### config.mk
export PLATFORM = sky130hd
export DESIGN_NAME = subrange_merge
export DESIGN_NICKNAME = d
export VERILOG_FILES = /design/src/rtl/srm_pkg.sv /design/src/rtl/srm_coarse_queue.sv /design/src/rtl/srm_corrector.sv /design/src/rtl/subrange_merge.sv
export SDC_FILE = /design/constraint.sdc
export NUM_CORES = 1
export LEC_CHECK = 0
export BUFFER_PORTS_ARGS = -buffer_cell sky130_fd_sc_hd__clkbuf_2
export CAP_MARGIN = 5
export CELL_PAD_IN_SITES_DETAIL_PLACEMENT = 1
export CELL_PAD_IN_SITES_GLOBAL_PLACEMENT = 2
export CORE_UTILIZATION = 38
export CTS_BUF_LIST = sky130_fd_sc_hd__clkbuf_2
export DETAILED_ROUTE_END_ITERATION = 8
export PLACE_DENSITY_LB_ADDON = 0.25
export SYNTH_ARGS = -nofsm -noshare
export SYNTH_HDL_FRONTEND = slang
export SYNTH_SLANG_ARGS = --single-unit
### constraint.sdc
create_clock -name clk -period 2.5 [get_ports clk]
set_input_delay 0.375 -clock clk [delete_from_list [all_inputs] [get_ports clk]]
set_output_delay 0.375 -clock clk [all_outputs]
set_load 0.1 [all_outputs]
### src/rtl/srm_pkg.sv
package srm_pkg;
  localparam int SRM_CRS_W  = 3;
  localparam int SRM_FIN_W  = 4;
  localparam int SRM_QDEPTH = 4;

  // Width of the merged word: the fine stage overlaps the coarse LSB by one bit
  function automatic int merged_width(input int crs_w, input int fin_w);
    return crs_w + fin_w - 1;
  endfunction
endpackage

### src/rtl/srm_coarse_queue.sv
module srm_coarse_queue #(
  parameter int DEPTH = 4,
  parameter int W     = 3
) (
  input  logic         clk,
  input  logic         rst,
  input  logic         push,
  input  logic [W-1:0] din,
  input  logic         pop,
  output logic [W-1:0] dout,
  output logic         empty,
  output logic         full
);
  localparam int PW = (DEPTH > 1) ? $clog2(DEPTH) : 1;
  localparam int CW = $clog2(DEPTH + 1);

  logic [W-1:0]  mem [DEPTH];
  logic [PW-1:0] wr_ptr, rd_ptr;
  logic [CW-1:0] cnt;
  logic          do_pop, do_push;

  assign empty   = (cnt == '0);
  assign full    = (cnt == CW'(DEPTH));
  assign do_pop  = pop && !empty;
  assign do_push = push && (!full || do_pop);
  assign dout    = mem[rd_ptr];

  function automatic logic [PW-1:0] bump(input logic [PW-1:0] p);
    return (p == PW'(DEPTH - 1)) ? '0 : p + 1'b1;
  endfunction

  // Storage has no reset so it maps onto plain memory
  always_ff @(posedge clk) begin
    if (do_push) mem[wr_ptr] <= din;
  end

  always_ff @(posedge clk) begin
    if (rst) begin
      wr_ptr <= '0;
      rd_ptr <= '0;
      cnt    <= '0;
    end else begin
      if (do_push) wr_ptr <= bump(wr_ptr);
      if (do_pop)  rd_ptr <= bump(rd_ptr);
      case ({do_push, do_pop})
        2'b10:   cnt <= cnt + 1'b1;
        2'b01:   cnt <= cnt - 1'b1;
        default: cnt <= cnt;
      endcase
    end
  end
endmodule

### src/rtl/srm_corrector.sv
module srm_corrector #(
  parameter int CRS_W = 3,
  parameter int FIN_W = 4,
  parameter int OUT_W = CRS_W + FIN_W - 1
) (
  input  logic [CRS_W-1:0] crs,
  input  logic [FIN_W-1:0] fin,
  output logic [OUT_W-1:0] code,
  output logic             ovr
);
  logic [CRS_W:0] sum;

  always_comb begin
    sum  = {1'b0, crs} + {{CRS_W{1'b0}}, fin[FIN_W-1]};
    ovr  = sum[CRS_W];
    code = ovr ? {OUT_W{1'b1}} : {sum[CRS_W-1:0], fin[FIN_W-2:0]};
  end
endmodule

### src/rtl/subrange_merge.sv
module subrange_merge
  import srm_pkg::*;
#(
  parameter int CRS_W  = SRM_CRS_W,
  parameter int FIN_W  = SRM_FIN_W,
  parameter int QDEPTH = SRM_QDEPTH,
  parameter int OUT_W  = merged_width(CRS_W, FIN_W)
) (
  input  logic             clk,
  input  logic             rst,
  input  logic             crs_vld,
  input  logic [CRS_W-1:0] crs_code,
  input  logic             fin_vld,
  input  logic [FIN_W-1:0] fin_code,
  output logic             out_vld,
  output logic [OUT_W-1:0] out_code,
  output logic             out_ovr
);
  logic [CRS_W-1:0] head;
  logic             q_empty, q_full;
  logic             pair;
  logic [OUT_W-1:0] fix_code;
  logic             fix_ovr;

  assign pair = fin_vld && !q_empty;

  srm_coarse_queue #(.DEPTH(QDEPTH), .W(CRS_W)) u_queue (
    .clk   (clk),
    .rst   (rst),
    .push  (crs_vld),
    .din   (crs_code),
    .pop   (fin_vld),
    .dout  (head),
    .empty (q_empty),
    .full  (q_full)
  );

  srm_corrector #(.CRS_W(CRS_W), .FIN_W(FIN_W), .OUT_W(OUT_W)) u_fix (
    .crs  (head),
    .fin  (fin_code),
    .code (fix_code),
    .ovr  (fix_ovr)
  );

  always_ff @(posedge clk) begin
    if (rst) begin
      out_vld  <= 1'b0;
      out_code <= '0;
      out_ovr  <= 1'b0;
    end else begin
      out_vld <= pair;
      if (pair) begin
        out_code <= fix_code;
        out_ovr  <= fix_ovr;
      end
    end
  end
endmodule

Yosys cells after proc, flatten, opt, wreduce, memory -nomap -nowiden
Memory sizes are Yosys's and may differ from the RTL's. A register that Yosys moved wholly into a read port is not among the register bits.
Cells that the tools add are included.
{"block": "totals", "reg_bits": 15, "ramBits": 12, "in_bits": 11, "output_inout_bits": 8, "elab_cells": 32, "memories": 1}
{"block": "classes", "addsub": 5, "eq_ne": 5, "n_mux": 8, "n_reduce_logical": 7}
{"memory": "u_queue.mem", "words": 4, "word_bits": 3, "rd": 1, "rd_ports_with_merged_regs": 1, "wr": 1, "line_no": "srm_coarse_queue.sv:17", "rtl": "logic [W-1:0] mem [DEPTH];"}
{"cell": "two-way mux 2 bit", "n": 4}
{"cell": "== test 2 bit, second input constant", "n": 3}
{"cell": "two-way mux 6 bit", "n": 1}
{"cell": "case mux 3 bit (2 select lines)", "n": 1}
{"cell": "adder 2 x 1 -> 2 bit, second input constant", "n": 2}
{"cell": "adder 3 x 1 -> 4 bit", "n": 1}
{"cell": "adder 3 x 1 -> 3 bit, second input constant", "n": 1}
{"cell": "== test 3 bit, second input constant", "n": 1}
{"cell": "logical NOT 3 bit", "n": 1}
{"cell": "subtractor 3 x 1 -> 3 bit, second input constant", "n": 1}
{"cell": "== test 2 x 1 -> 1 bit, second input constant", "n": 1}
{"cell": "logical AND 1 bit", "n": 2}
{"cell": "logical NOT 1 bit", "n": 2}
{"cell": "two-way mux 1 bit", "n": 2}
{"cell": "nonzero test 2 bit", "n": 1}
{"cell": "logical OR 1 bit", "n": 1}

Logic depth before layout (Yosys ltp)
{"block": "logic_depth", "word_depth": 7, "depth_mapped": 9}

Hierarchy
From an unflattened synthesis, not the netlist that was laid out.
{"block": "unflattened", "cells_unflattened": 126, "hier_area_um2": 1450.1}
{"mod": "srm_coarse_queue", "n_inst": 1, "cells_each": 81, "area_per_inst_um2": 1017.2}
{"mod": "subrange_merge", "n_inst": 1, "cells_each": 32, "area_per_inst_um2": 340.3}
{"mod": "srm_corrector", "n_inst": 1, "cells_each": 13, "area_per_inst_um2": 92.6}

Least setup slack after synthesis
OpenSTA, ideal clock, no wires.
{"block": "synth_path", "path_type": "reg-to-reg", "start": "reg u_queue.cnt[2]", "end": "reg u_queue.cnt[2]", "arrival_ps": 2070, "required_time_ps": 2429, "slack_ps": 359, "path_stages_with_launch": 10, "path_buffers": 0, "period_less_slack_ps": 2141, "path_cell_list": "dfxtp_1 > inv_1 > o41a_1 > inv_1 > ha_1 > inv_1 > fa_1 > xor2_1 > or3_1 > a21oi_1"}
{"block": "synth_via", "elab_chain_cells": 7}
{"item": "from (decl)", "line_no": "srm_coarse_queue.sv:19", "rtl": "logic [CW-1:0] cnt;"}
{"item": "from (signal assigned)", "line_no": "srm_coarse_queue.sv:46", "rtl": "2'b10: cnt <= cnt + 1'b1;"}
{"item": "from (signal assigned)", "line_no": "srm_coarse_queue.sv:47", "rtl": "2'b01: cnt <= cnt - 1'b1;"}
{"item": "from (signal assigned)", "line_no": "srm_coarse_queue.sv:48", "rtl": "default: cnt <= cnt;"}
{"item": "logical NOT 3 bit", "line_no": "srm_coarse_queue.sv:22", "rtl": "assign empty = (cnt == '0);"}
{"item": "logical NOT 1 bit", "line_no": "srm_coarse_queue.sv:24", "rtl": "assign do_pop = pop && !empty;"}
{"item": "logical AND 1 bit", "line_no": "srm_coarse_queue.sv:24"}
{"item": "logical OR 1 bit", "line_no": "srm_coarse_queue.sv:25", "rtl": "assign do_push = push && (!full || do_pop);"}
{"item": "logical AND 1 bit", "line_no": "srm_coarse_queue.sv:25"}
{"item": "== test 2 x 1 -> 1 bit or == test 2 bit (tied branches)", "line_no": "srm_coarse_queue.sv:45", "rtl": "case ({do_push, do_pop})"}
{"item": "case mux 3 bit (2 select lines) or nonzero test 2 bit (tied branches)"}
Parallel ways exist; a longest one is shown, timed or not.
A chain may end at the register's enable or synchronous reset.

Worst setup path after layout
Same ends and word-level chain as after synthesis.

==> impl_summary.log <==
[metrics] outcome: finished, final reports clean
[metrics] placed cells: 168
[metrics] met3 routed WL: a little over 100 µm
[metrics] final-report setup violation count: 0
[metrics] via count of the first global-routing pass: around 940
[metrics] endpoints failing hold: 0
[metrics] Clock H-tree levels: 2
[metrics] RSZ-0062 raised after global routing: no
[metrics] total number of vias: 855
[metrics] register-to-register setup slack: 180 ps
[metrics] Syn Nets: 127
[metrics] kind of end point of the critical path: flop
[metrics] post-route fraction of the period consumed by the critical path: 0.926
[metrics] clock root buffer: clkbuf_2
[metrics] cell with the largest stage delay on the worst path: o41a_1
[metrics] Max Cap Viol: 0
[metrics] Critical Path Fanout Max: 6
[metrics] worst min-delay path endpoint: u_queue.mem[3][1]
[metrics] data arrival time of the worst path: 2610 ps
[metrics] routed vias/inst: 4.86
[metrics] Buffers on Ports: 18
[metrics] first drt pass iteration count: 3
[metrics] Cells after Synth: 107
[metrics] FF/Latch Area: 702 µm²
[metrics] worst-case clock buffer depth: 2
[metrics] Max VDD drop: 0.449 mV
[metrics] mean cell area of the mapped netlist: 11.6 µm²
[metrics] initial drt markers: 10
[metrics] total number of nets in the final design: 151
[metrics] share of final-layout standard cells stronger than drive strength 1: 0.242
[metrics] grt total ovfl: 0
[metrics] ANT nets after route: 0
[metrics] Slew Limit Headroom: 0.642
[metrics] number of synthesis warnings: 0
[metrics] largest net degree at the start of global routing: 16
[metrics] synth unique cells: 27
[metrics] final max-slew violation count: 0
[metrics] estimated wirelength of the detail-placed design: 1830 µm
[metrics] detailed-route wire length on metal 1: 935 µm
[metrics] Total Routing Usage GR: 0.166
[metrics] area share of the leading cell type in the synthesized netlist: 0.291
[metrics] required time of the critical path: 2790 ps
[metrics] series of cell instances along the critical path: inv_1 > o41a_1 > inv_1 > ha_1 > inv_1 > fa_1 > xor2_1 > or3_1 > a21oi_1
[metrics] clock slew at the register clock pins of the worst setup and hold paths: about 150 ps
[metrics] Layout Skew: 11.7 ps
[metrics] Power, Total: 1580 µW
[metrics] worst hold start: crs_code[1]
[metrics] Post CTS Setup Buffer Count: 0
[metrics] antenna violations before repair: 0
[metrics] Highest Clock Rate: 432 MHz
[metrics] origin of the critical flop-to-flop path: u_queue.cnt[2]
[metrics] R2R Path End: u_queue.cnt[2]
[metrics] non-filler instance count after layout: 176
[metrics] CP peak stage delay: 470 ps
[metrics] area of all placed cells without fillers: 0.00143 mm²
[metrics] # rows: 20
[metrics] CTS tree: built
[metrics] Worst Path Class, Setup: reg -> reg
[metrics] sequential fraction of the synthesis area: 0.565
[metrics] height of the die: 59.1 µm
[metrics] cell with the most instances after synthesis: dfxtp_1
[metrics] ratio of total power to cell area: about 1100 mW/mm²
[metrics] clock insertion delay at the later pin of the skew report: ~350 ps
[metrics] hold-critical path depth: 1
[metrics] met2 wire len: 1250 µm
[metrics] number of flops mapped to enable cells by yosys: 12
[metrics] Routed WL per cell: 13.2 µm
[metrics] instance area after placement: 0.00138 mm²
[metrics] kind of start point of the critical path: flop
[metrics] number of antenna cells inserted: 0
[metrics] num ports: 19
[metrics] RD Place Congestion: roughly 0.67
[metrics] final-layout setup total negative slack: 0 ps
[metrics] area of the placeable core: 0.00308 mm²
[metrics] fill cell instance count of the final layout: between 300 and 400
[metrics] Post-route DRC: 0
[metrics] most numerous cell on the critical path: inv_1
[metrics] Synth area leader: edfxtp_1
[metrics] Tightest Pin Transition: 539 ps
[metrics] Mapped Area: ~0.0012 mm²
[metrics] FF+latch count, synth: 29
[metrics] Die Wd: 59.1 µm
[metrics] Synth Flop Type: dfxtp_1
[metrics] aggregate routed wire length: 2330 µm
[metrics] post-synthesis async set-or-reset flop share: 0
[metrics] starting utilization of the core area: 0.403
[metrics] area occupied by multi-input gates: 500 µm²
[metrics] most used standard cells in the synthesized netlist: dfxtp_1 (17), nor2_1 (16), edfxtp_1 (12)
[metrics] overall die area: 0.00350 mm²
[metrics] number of cells on the worst reg-to-reg path: 9
[metrics] top area cells in the synthesized netlist: edfxtp_1 (29%), dfxtp_1 (27%), ha_1 (8.1%), nor2_1 (4.8%), mux2i_1 (3.2%)
[metrics] top routing layer in use: met4
[metrics] final critical path time including I/O delays and setup: 2320 ps
[metrics] worst min path class: in -> reg
[metrics] number of buffers added by the clock tree synthesis step: 5
[metrics] static power due to leakage: 0.000566 µW
[metrics] number of buffers inserted by hold repair at cts: 0
[metrics] global-route wire length before repair: just over 4000 µm
[metrics] count of clock tree sinks: 29
[metrics] growth of design area from synthesis to finish: 14.9%
[cell families after synthesis]
logic type | Yosys count | share of synthesized area
adders and majority gates | 9 | 0.0969
muxes | 6 | 0.0716
DFF | 29 | 0.565
AOI/OAI and AO/OA | 18 | 0.105
buffers and inverters | 10 | 0.0313
and+or+nand+nor | 33 | 0.116
xor gates and xnor gates | 2 | 0.0141
[through the flow]
step	hold slack, ps	worst slack, ps	utilization
floorplan	448	359	-
global placement	450	214	0.450
detailed placement	463	133	0.450
CTS	218	124	0.463
global route	195	41.0	0.463
finish	238	185	0.463
[sequential cells by signal, indices dropped and copies added (netlist names), named ones only]
name and count:
u_queue.cnt 3, out_ovr 1, u_queue.rd_ptr 2, out_vld 1, out_code 6, u_queue.wr_ptr 2
u_queue.mem 12
[placed cells by master (no fill, tap or decap)]
master,instances
inv_1,7
and2_1,4
clkbuf_2,24
clkinv_2,2
o22ai_1,1
a21oi_1,7
nand2_1,8
o221ai_2,1
or3_1,2
mux2i_1,4
dfxtp_1,16
nand3_1,1
dfxtp_2,1
fa_1,1
a211oi_1,5
ha_1,8
nand2b_1,1
mux4_2,1
o21ai_0,1
a211oi_2,1
inv_2,1
o31ai_1,1
nor3_1,1
edfxtp_1,12
o41a_1,1
xor2_1,2
nor2_1,16
buf_4,1
mux4_1,1
[worst max-delay path, delay by kind of cell, from the launching register on]
kind,cells,cell delay (ps)
buf+inv,3,240
simple gates,1,310
compound gates,2,610
fa+ha+maj,2,560
flops,1,380
xor+xnor,1,160
[layer usage]
metal / track usage / vias to the layer above
met5: 0 / -
li1: - / 427
met4: 0.0714 / 0
met2: 0.302 / 14
met1: 0.166 / 409
met3: 0.0655 / 5
[what timing repair did]
action | in CTS | in global routing
endpoints found under the hold margin | 0 | 0
endpoints found under the setup margin | 0 | 1
resized for setup | 0 | 1
[how the worst max path moves through the flow]
stage | start | end | slack, ps | cells after the start
after CTS | u_queue.cnt[2] | u_queue.cnt[2] | 120 | 9
after floorplan | u_queue.cnt[2] | u_queue.cnt[2] | 360 | 9
after global placement | fin_vld | u_queue.cnt[2] | 210 | 9
after detailed placement | fin_vld | u_queue.cnt[2] | 130 | 9
final | u_queue.cnt[2] | u_queue.cnt[2] | 180 | 9
after global routing | u_queue.cnt[2] | u_queue.cnt[2] | 40 | 9
[layout make-up]
class | instances | share of cell area
flip-flops and latches | 29 | 0.493
inverters | 8 | 0.0211
clock inverters | 2 | 0.00702
repair buffers | 19 | 0.0685
multi-input cells | 68 | 0.351
well taps | 44 | 0.0386
clock buffers | 6 | 0.0211
[power breakdown]
part	switching [µW]	internal [µW]
sequential	65.1	585
combinational	511	185
clock	162	70.2
Power figures use the tool's default switching activity.
